<file path="src/rtl/nrz_tx_pkg.sv">
package nrz_tx_pkg;

  // Strobes from the control side to the datapath.
  typedef struct packed {
    logic loadData;  // copy holding register into shifter, start bit on line
    logic shiftBit;  // advance shifter by one bit
  } txStrobe_t;

endpackage

</file>
<file path="src/rtl/nrz_tx_ctrl.sv">
module nrz_tx_ctrl
  import nrz_tx_pkg::*;
#(
  parameter int TICKS_PER_BIT = 16,
  parameter int FRAME_MAX     = 11
) (
  input  logic      clk,
  input  logic      rst,
  input  logic      baudTick,
  input  logic      txEnable,
  input  logic      wideWord,
  input  logic      breakReq,
  input  logic      holdFull,
  output txStrobe_t strobe,
  output logic      busy,
  output logic      brkMode
);

  localparam int TICK_W = $clog2(TICKS_PER_BIT);
  localparam int IDX_W  = $clog2(FRAME_MAX + 1);

  logic [TICK_W-1:0] tickCnt;
  logic [IDX_W-1:0]  bitIdx;
  logic [IDX_W-1:0]  curLen;

  logic bitEnd, lastBit, frameEnd, canStart, startBrk, startData;

  always_comb begin
    bitEnd    = busy && baudTick && (tickCnt == TICK_W'(TICKS_PER_BIT - 1));
    lastBit   = (bitIdx == curLen - IDX_W'(1));
    frameEnd  = bitEnd && lastBit;
    canStart  = txEnable && (!busy || frameEnd);
    startBrk  = canStart && breakReq;
    startData = canStart && !breakReq && holdFull;
    strobe.loadData = startData;
    strobe.shiftBit = bitEnd && !lastBit;
  end

  always_ff @(posedge clk) begin
    if (rst) begin
      busy    <= 1'b0;
      brkMode <= 1'b0;
      tickCnt <= '0;
      bitIdx  <= '0;
      curLen  <= IDX_W'(FRAME_MAX - 1);
    end else if (startBrk || startData) begin
      busy    <= 1'b1;
      brkMode <= startBrk;
      tickCnt <= '0;
      bitIdx  <= '0;
      curLen  <= wideWord ? IDX_W'(FRAME_MAX) : IDX_W'(FRAME_MAX - 1);
    end else if (frameEnd) begin
      busy    <= 1'b0;
      brkMode <= 1'b0;
      tickCnt <= '0;
      bitIdx  <= '0;
    end else if (bitEnd) begin
      tickCnt <= '0;
      bitIdx  <= bitIdx + IDX_W'(1);
    end else if (busy && baudTick) begin
      tickCnt <= tickCnt + TICK_W'(1);
    end
  end

  // a frame only begins if enable was high in the deciding cycle
  a_r8_start_needs_enable: assert property (@(posedge clk) disable iff (rst)
    $rose(busy) |-> $past(txEnable));

  // an idle, disabled transmitter stays idle
  a_r8_no_start_disabled: assert property (@(posedge clk) disable iff (rst)
    (!busy && !txEnable) |=> !busy);

  // bit position never runs past the frame length
  a_r2_index_in_frame: assert property (@(posedge clk) disable iff (rst)
    busy |-> (bitIdx < curLen));

endmodule

</file>
<file path="src/rtl/nrz_tx_path.sv">
module nrz_tx_path
  import nrz_tx_pkg::*;
#(
  parameter int DATA_W = 9
) (
  input  logic              clk,
  input  logic              rst,
  input  logic              wrValid,
  input  logic [DATA_W-1:0] wrData,
  input  logic              wideWord,
  input  txStrobe_t         strobe,
  input  logic              busy,
  input  logic              brkMode,
  output logic              txLine,
  output logic              holdFull
);

  localparam int SHIFT_W = DATA_W + 2;

  logic [DATA_W-1:0]  holdData;
  logic [SHIFT_W-1:0] shiftReg;

  // Holding register: a write always wins over the transfer's clear.
  always_ff @(posedge clk) begin
    if (rst) begin
      holdFull <= 1'b0;
      holdData <= '0;
    end else begin
      if (wrValid) holdData <= wrData;
      if (wrValid)              holdFull <= 1'b1;
      else if (strobe.loadData) holdFull <= 1'b0;
    end
  end

  // Shifter: stop | top data bit or extra stop | low data bits | start
  always_ff @(posedge clk) begin
    if (rst) begin
      shiftReg <= '1;
    end else if (strobe.loadData) begin
      shiftReg <= {1'b1, (wideWord ? holdData[DATA_W-1] : 1'b1),
                   holdData[DATA_W-2:0], 1'b0};
    end else if (strobe.shiftBit) begin
      shiftReg <= {1'b1, shiftReg[SHIFT_W-1:1]};
    end
  end

  always_comb begin
    if (!busy)        txLine = 1'b1;
    else if (brkMode) txLine = 1'b0;
    else              txLine = shiftReg[0];
  end

  // a transfer puts the start bit on the line in the next cycle
  a_r2_start_bit_low: assert property (@(posedge clk) disable iff (rst)
    strobe.loadData |=> !txLine);

  // a write always leaves the holding register occupied
  a_r5_write_marks_full: assert property (@(posedge clk) disable iff (rst)
    wrValid |=> holdFull);

endmodule

</file>
<file path="src/rtl/nrz_tx_dbuf.sv">
module nrz_tx_dbuf
  import nrz_tx_pkg::*;
#(
  parameter int DATA_W        = 9,
  parameter int TICKS_PER_BIT = 16
) (
  input  logic              clk,
  input  logic              rst,
  input  logic              baudTick,
  input  logic              txEnable,
  input  logic              wideWord,
  input  logic              breakReq,
  input  logic              wrValid,
  input  logic [DATA_W-1:0] wrData,
  output logic              txLine,
  output logic              holdEmpty,
  output logic              txDone
);

  localparam int FRAME_MAX = DATA_W + 2;

  txStrobe_t strobe;
  logic busy, brkMode, holdFull;

  nrz_tx_ctrl #(
    .TICKS_PER_BIT(TICKS_PER_BIT),
    .FRAME_MAX    (FRAME_MAX)
  ) uCtrl (
    .clk     (clk),
    .rst     (rst),
    .baudTick(baudTick),
    .txEnable(txEnable),
    .wideWord(wideWord),
    .breakReq(breakReq),
    .holdFull(holdFull),
    .strobe  (strobe),
    .busy    (busy),
    .brkMode (brkMode)
  );

  nrz_tx_path #(
    .DATA_W(DATA_W)
  ) uPath (
    .clk     (clk),
    .rst     (rst),
    .wrValid (wrValid),
    .wrData  (wrData),
    .wideWord(wideWord),
    .strobe  (strobe),
    .busy    (busy),
    .brkMode (brkMode),
    .txLine  (txLine),
    .holdFull(holdFull)
  );

  assign holdEmpty = !holdFull;
  assign txDone    = !busy && !holdFull;

  // a drained transmitter shows the idle level
  a_r9_done_means_idle: assert property (@(posedge clk) disable iff (rst)
    txDone |-> txLine);

endmodule

</file>
<file path="config.mk">
export PLATFORM = sky130hd
export DESIGN_NAME = nrz_tx_dbuf
export DESIGN_NICKNAME = d
export VERILOG_FILES = /design/src/rtl/nrz_tx_pkg.sv /design/src/rtl/nrz_tx_ctrl.sv /design/src/rtl/nrz_tx_path.sv /design/src/rtl/nrz_tx_dbuf.sv
export SDC_FILE = /design/constraint.sdc
export NUM_CORES = 1
export LEC_CHECK = 0
export ABC_CLOCK_PERIOD_IN_PS = 5400
export CAP_MARGIN = 20
export CORE_ASPECT_RATIO = 0.5
export CORE_MARGIN = 2
export CORE_UTILIZATION = 50
export CTS_CLUSTER_DIAMETER = 50
export CTS_CLUSTER_SIZE = 8
export DETAILED_ROUTE_END_ITERATION = 16
export DONT_BUFFER_PORTS = 1
export MAX_ROUTING_LAYER = met4
export PLACE_DENSITY = 0.69
export SYNTH_ARGS = -nofsm -noshare
export SYNTH_HDL_FRONTEND = slang
export SYNTH_HIERARCHICAL = 1
export SYNTH_SLANG_ARGS = --single-unit
export TNS_END_PERCENT = 1
</file>
<file path="constraint.sdc">
create_clock -name clk -period 5.4 [get_ports clk]
set_input_delay 1.08 -clock clk [delete_from_list [all_inputs] [get_ports clk]]
set_output_delay 1.08 -clock clk [all_outputs]
set_load 0.01 [all_outputs]
</file>
==> results_dict.tcl <==
set metrics [dict create \
    status "finished clean" \
    clkTransAtPathRegs_ns 0.07 \
    whs_path_depth 2 \
    port_buffers 0 \
    hold_end "uPath/holdData[8]$_SDFFE_PP0P_" \
    rsz0062_at_grt "no" \
    synth.most_common_cell "dfxtp_1" \
    place_congestion 0.826 \
    final_cells 186 \
    syn_inst 148 \
    fin_skew_ns 0.00648 \
    worstSetupStartpointType "input port" \
    max-slew-margin-rel_pct 60.5 \
    grt_max_degree 25 \
    ys_top_cells_by_area "dfxtp_1 (42%), mux2i_1 (14%), a21oi_1 (5.4%)" \
    hpwl_um 1680 \
    cts_tree "built" \
    grt_pass1_wl_um 4060 \
    drt_wl_total_um 2370 \
    synthFlopType "dfxtp_1" \
    p_leak_nw 0.602 \
    hold_path_class "flip-flop to flip-flop" \
    drt_iter0_drc 15 \
    power_density_nw_per_um2 319 \
    synth_nets 166 \
    setup_tns_ns 0 \
    crit_arrival_ns 2.54 \
    ys_seq_elements 31 \
    yosys.area.top_type "dfxtp_1" \
    crit_fanout 10 \
    fp.dieW_um 81.0 \
    synth-edff-count 0 \
    synth_cell_types 36 \
    start_util_pct 54.9 \
    syn_to_final_growth_pct 6.75 \
    hold_viol 0 \
    syn_area_um2 1480 \
    die_area_um2 3440 \
    rows 13 \
    layout.area.seq_um2 621 \
    clockRootBuffer "clkbuf_8" \
    timing_worst_setup_path_type "input port to flip-flop" \
    io_pins 19 \
    synth_common_cells "dfxtp_1 (31), mux2i_1 (20), a21oi_1 (16)" \
    cts_hold_buf 0 \
    drc_errors 0 \
    grt_usage_pct 16.2 \
    hold_ws_ns 0.485 \
    yosysSeqAreaShare_pct 41.9 \
    grt_pass1_vias 964 \
    worst_slew_pin_slew_ns 0.589 \
    crit_required_ns 5.55 \
    cts-buffers-inserted 5 \
    drive_above_1_share_pct 14.1 \
    synth_async_sr_flop_share_pct 0 \
    avgSynthCellArea_um2 10.0 \
    clk_latency_ns 0.28 \
    cts_buffer_depth 2 \
    worstHoldStart "uPath/holdData[8]$_SDFFE_PP0P_" \
    vias 984 \
    multiInputGateArea_um2 774 \
    final-max-slew-violation-count 0 \
    nets 166 \
    synth_top_cell_area_share_pct 41.9 \
    grt_antenna_before_repair 0 \
    wire_per_inst_um 12.7 \
    min_period_over_period_pct 44.2 \
    gr-total-overflow 0 \
    r2r_end "uPath/shiftReg[5]$_SDFFE_PP1P_" \
    peakVddDrop_mv 0.219 \
    r2r-start "uCtrl/busy$_SDFFE_PP0P_" \
    ff2ff_path_depth 7 \
    drtPass1Iterations 4 \
    cts_sinks 31 \
    fillCellCount 250 \
    die-height_um 42.5 \
    coreArea_um2 2700 \
    maxCapViolCount 0 \
    min_period_ns 2.39 \
    post-route-cell-area_um2 1580 \
    max_freq_ghz 0.419 \
    postCtsResizedCells 0 \
    via_per_inst 5.29 \
    r2r_slack_ns 3.20 \
    dp.cells 177 \
    ant_nets 0 \
    postCtsSetupRepairBufs 0 \
    yosys_warnings 6 \
    htreeDepth 2 \
    n_antenna_cell 0 \
    final_core_util_pct 58.6 \
    end_kind "flip-flop" \
    setup_viol 0 \
    place_area_um2 1460 \
]
-- metal layers --
metal | global-route usage (%) | vias up | wire length [µm]
li1 | - | 524 | -
met1 | 18.7 | 439 | 1130
met2 | 24.8 | 14 | 1080
met3 | 7.33 | 7 | 114
met4 | 6.10 | 0 | 34
met5 | - | - | 0
-- cell usage in the layout, fill, tap and decap left out, drive strengths merged, types with 4 or more instances in the layout --
cell    Yosys  layout
mux2i      20      20
dfxtp      31      31
nor3b       9       9
clkbuf      0       6
nand3       7       7
inv         5       5
o21ai       7       7
nand2       6       6
nor2       14      14
nor3        4       4
a21oi      16      16
-- power by group --
group,internal [mW],total (mW),leakage [nW],switching [mW]
logic,0.0128,0.0258,0.287,0.0130
registers,0.238,0.246,0.254,0.00729
clock network,0.149,0.233,0.0612,0.0840
total,0.400,0.504,0.602,0.104
-- cell type report --
cell class	count	share of cell area (%)
tap	37	2.92
inverter	5	1.19
sequential	31	39.2
clock buffer	6	5.22
multi-input combinational	104	48.9
timing repair buffer	1	0.316
clock inverter	2	2.21
-- how the worst max path moves through the flow --
stage / from / to / cells past startpoint
2_1_floorplan: baudTick / uPath/shiftReg[1]$_SDFFE_PP1P_ / 8
3_3_place_gp: baudTick / uPath/shiftReg[7]$_SDFFE_PP1P_ / 6
3_5_place_dp: baudTick / uPath/shiftReg[5]$_SDFFE_PP1P_ / 6
4_1_cts: baudTick / uPath/shiftReg[5]$_SDFFE_PP1P_ / 6
5_1_grt: baudTick / uPath/shiftReg[5]$_SDFFE_PP1P_ / 7
6_report: baudTick / uPath/shiftReg[5]$_SDFFE_PP1P_ / 7
-- per-stage QoR --
| step | power [mW] | worst slack (ns) |
|---|---|---|
| global route | 0.524 | 2.88 |
| finish | 0.504 | 3.01 |
| floorplan | 0.277 | 3.05 |
| CTS | 0.513 | 2.66 |
| global placement | 0.276 | 2.41 |
| detailed placement | 0.277 | 2.37 |
-- critical path, cell delays in order --
cell,delay [ns]
and3_4,0.19
nand3_4,0.11
o21a_4,0.24
nor3_1,0.37
buf_2,0.27
nor3b_1,0.21
a21oi_1,0.07
-- cells by family after synthesis --
logic type,share of synthesized area [%]
flops,41.9
simple gates,21.4
compound gates,14.5
buf+inv,5.91
fa+ha+maj,1.69
mux,13.5
xor+xnor,1.18
-- registers in the layout (all words and copies together), names as in the netlist --
signal / flops
uPath/shiftReg: 10
uCtrl/curLen: 1
uCtrl/bitIdx: 4
uCtrl/tickCnt: 4
uPath/holdFull: 1
uPath/holdData: 9
uCtrl/brkMode: 1
uCtrl/busy: 1
Note: power is estimated with default switching activity, not from simulation.
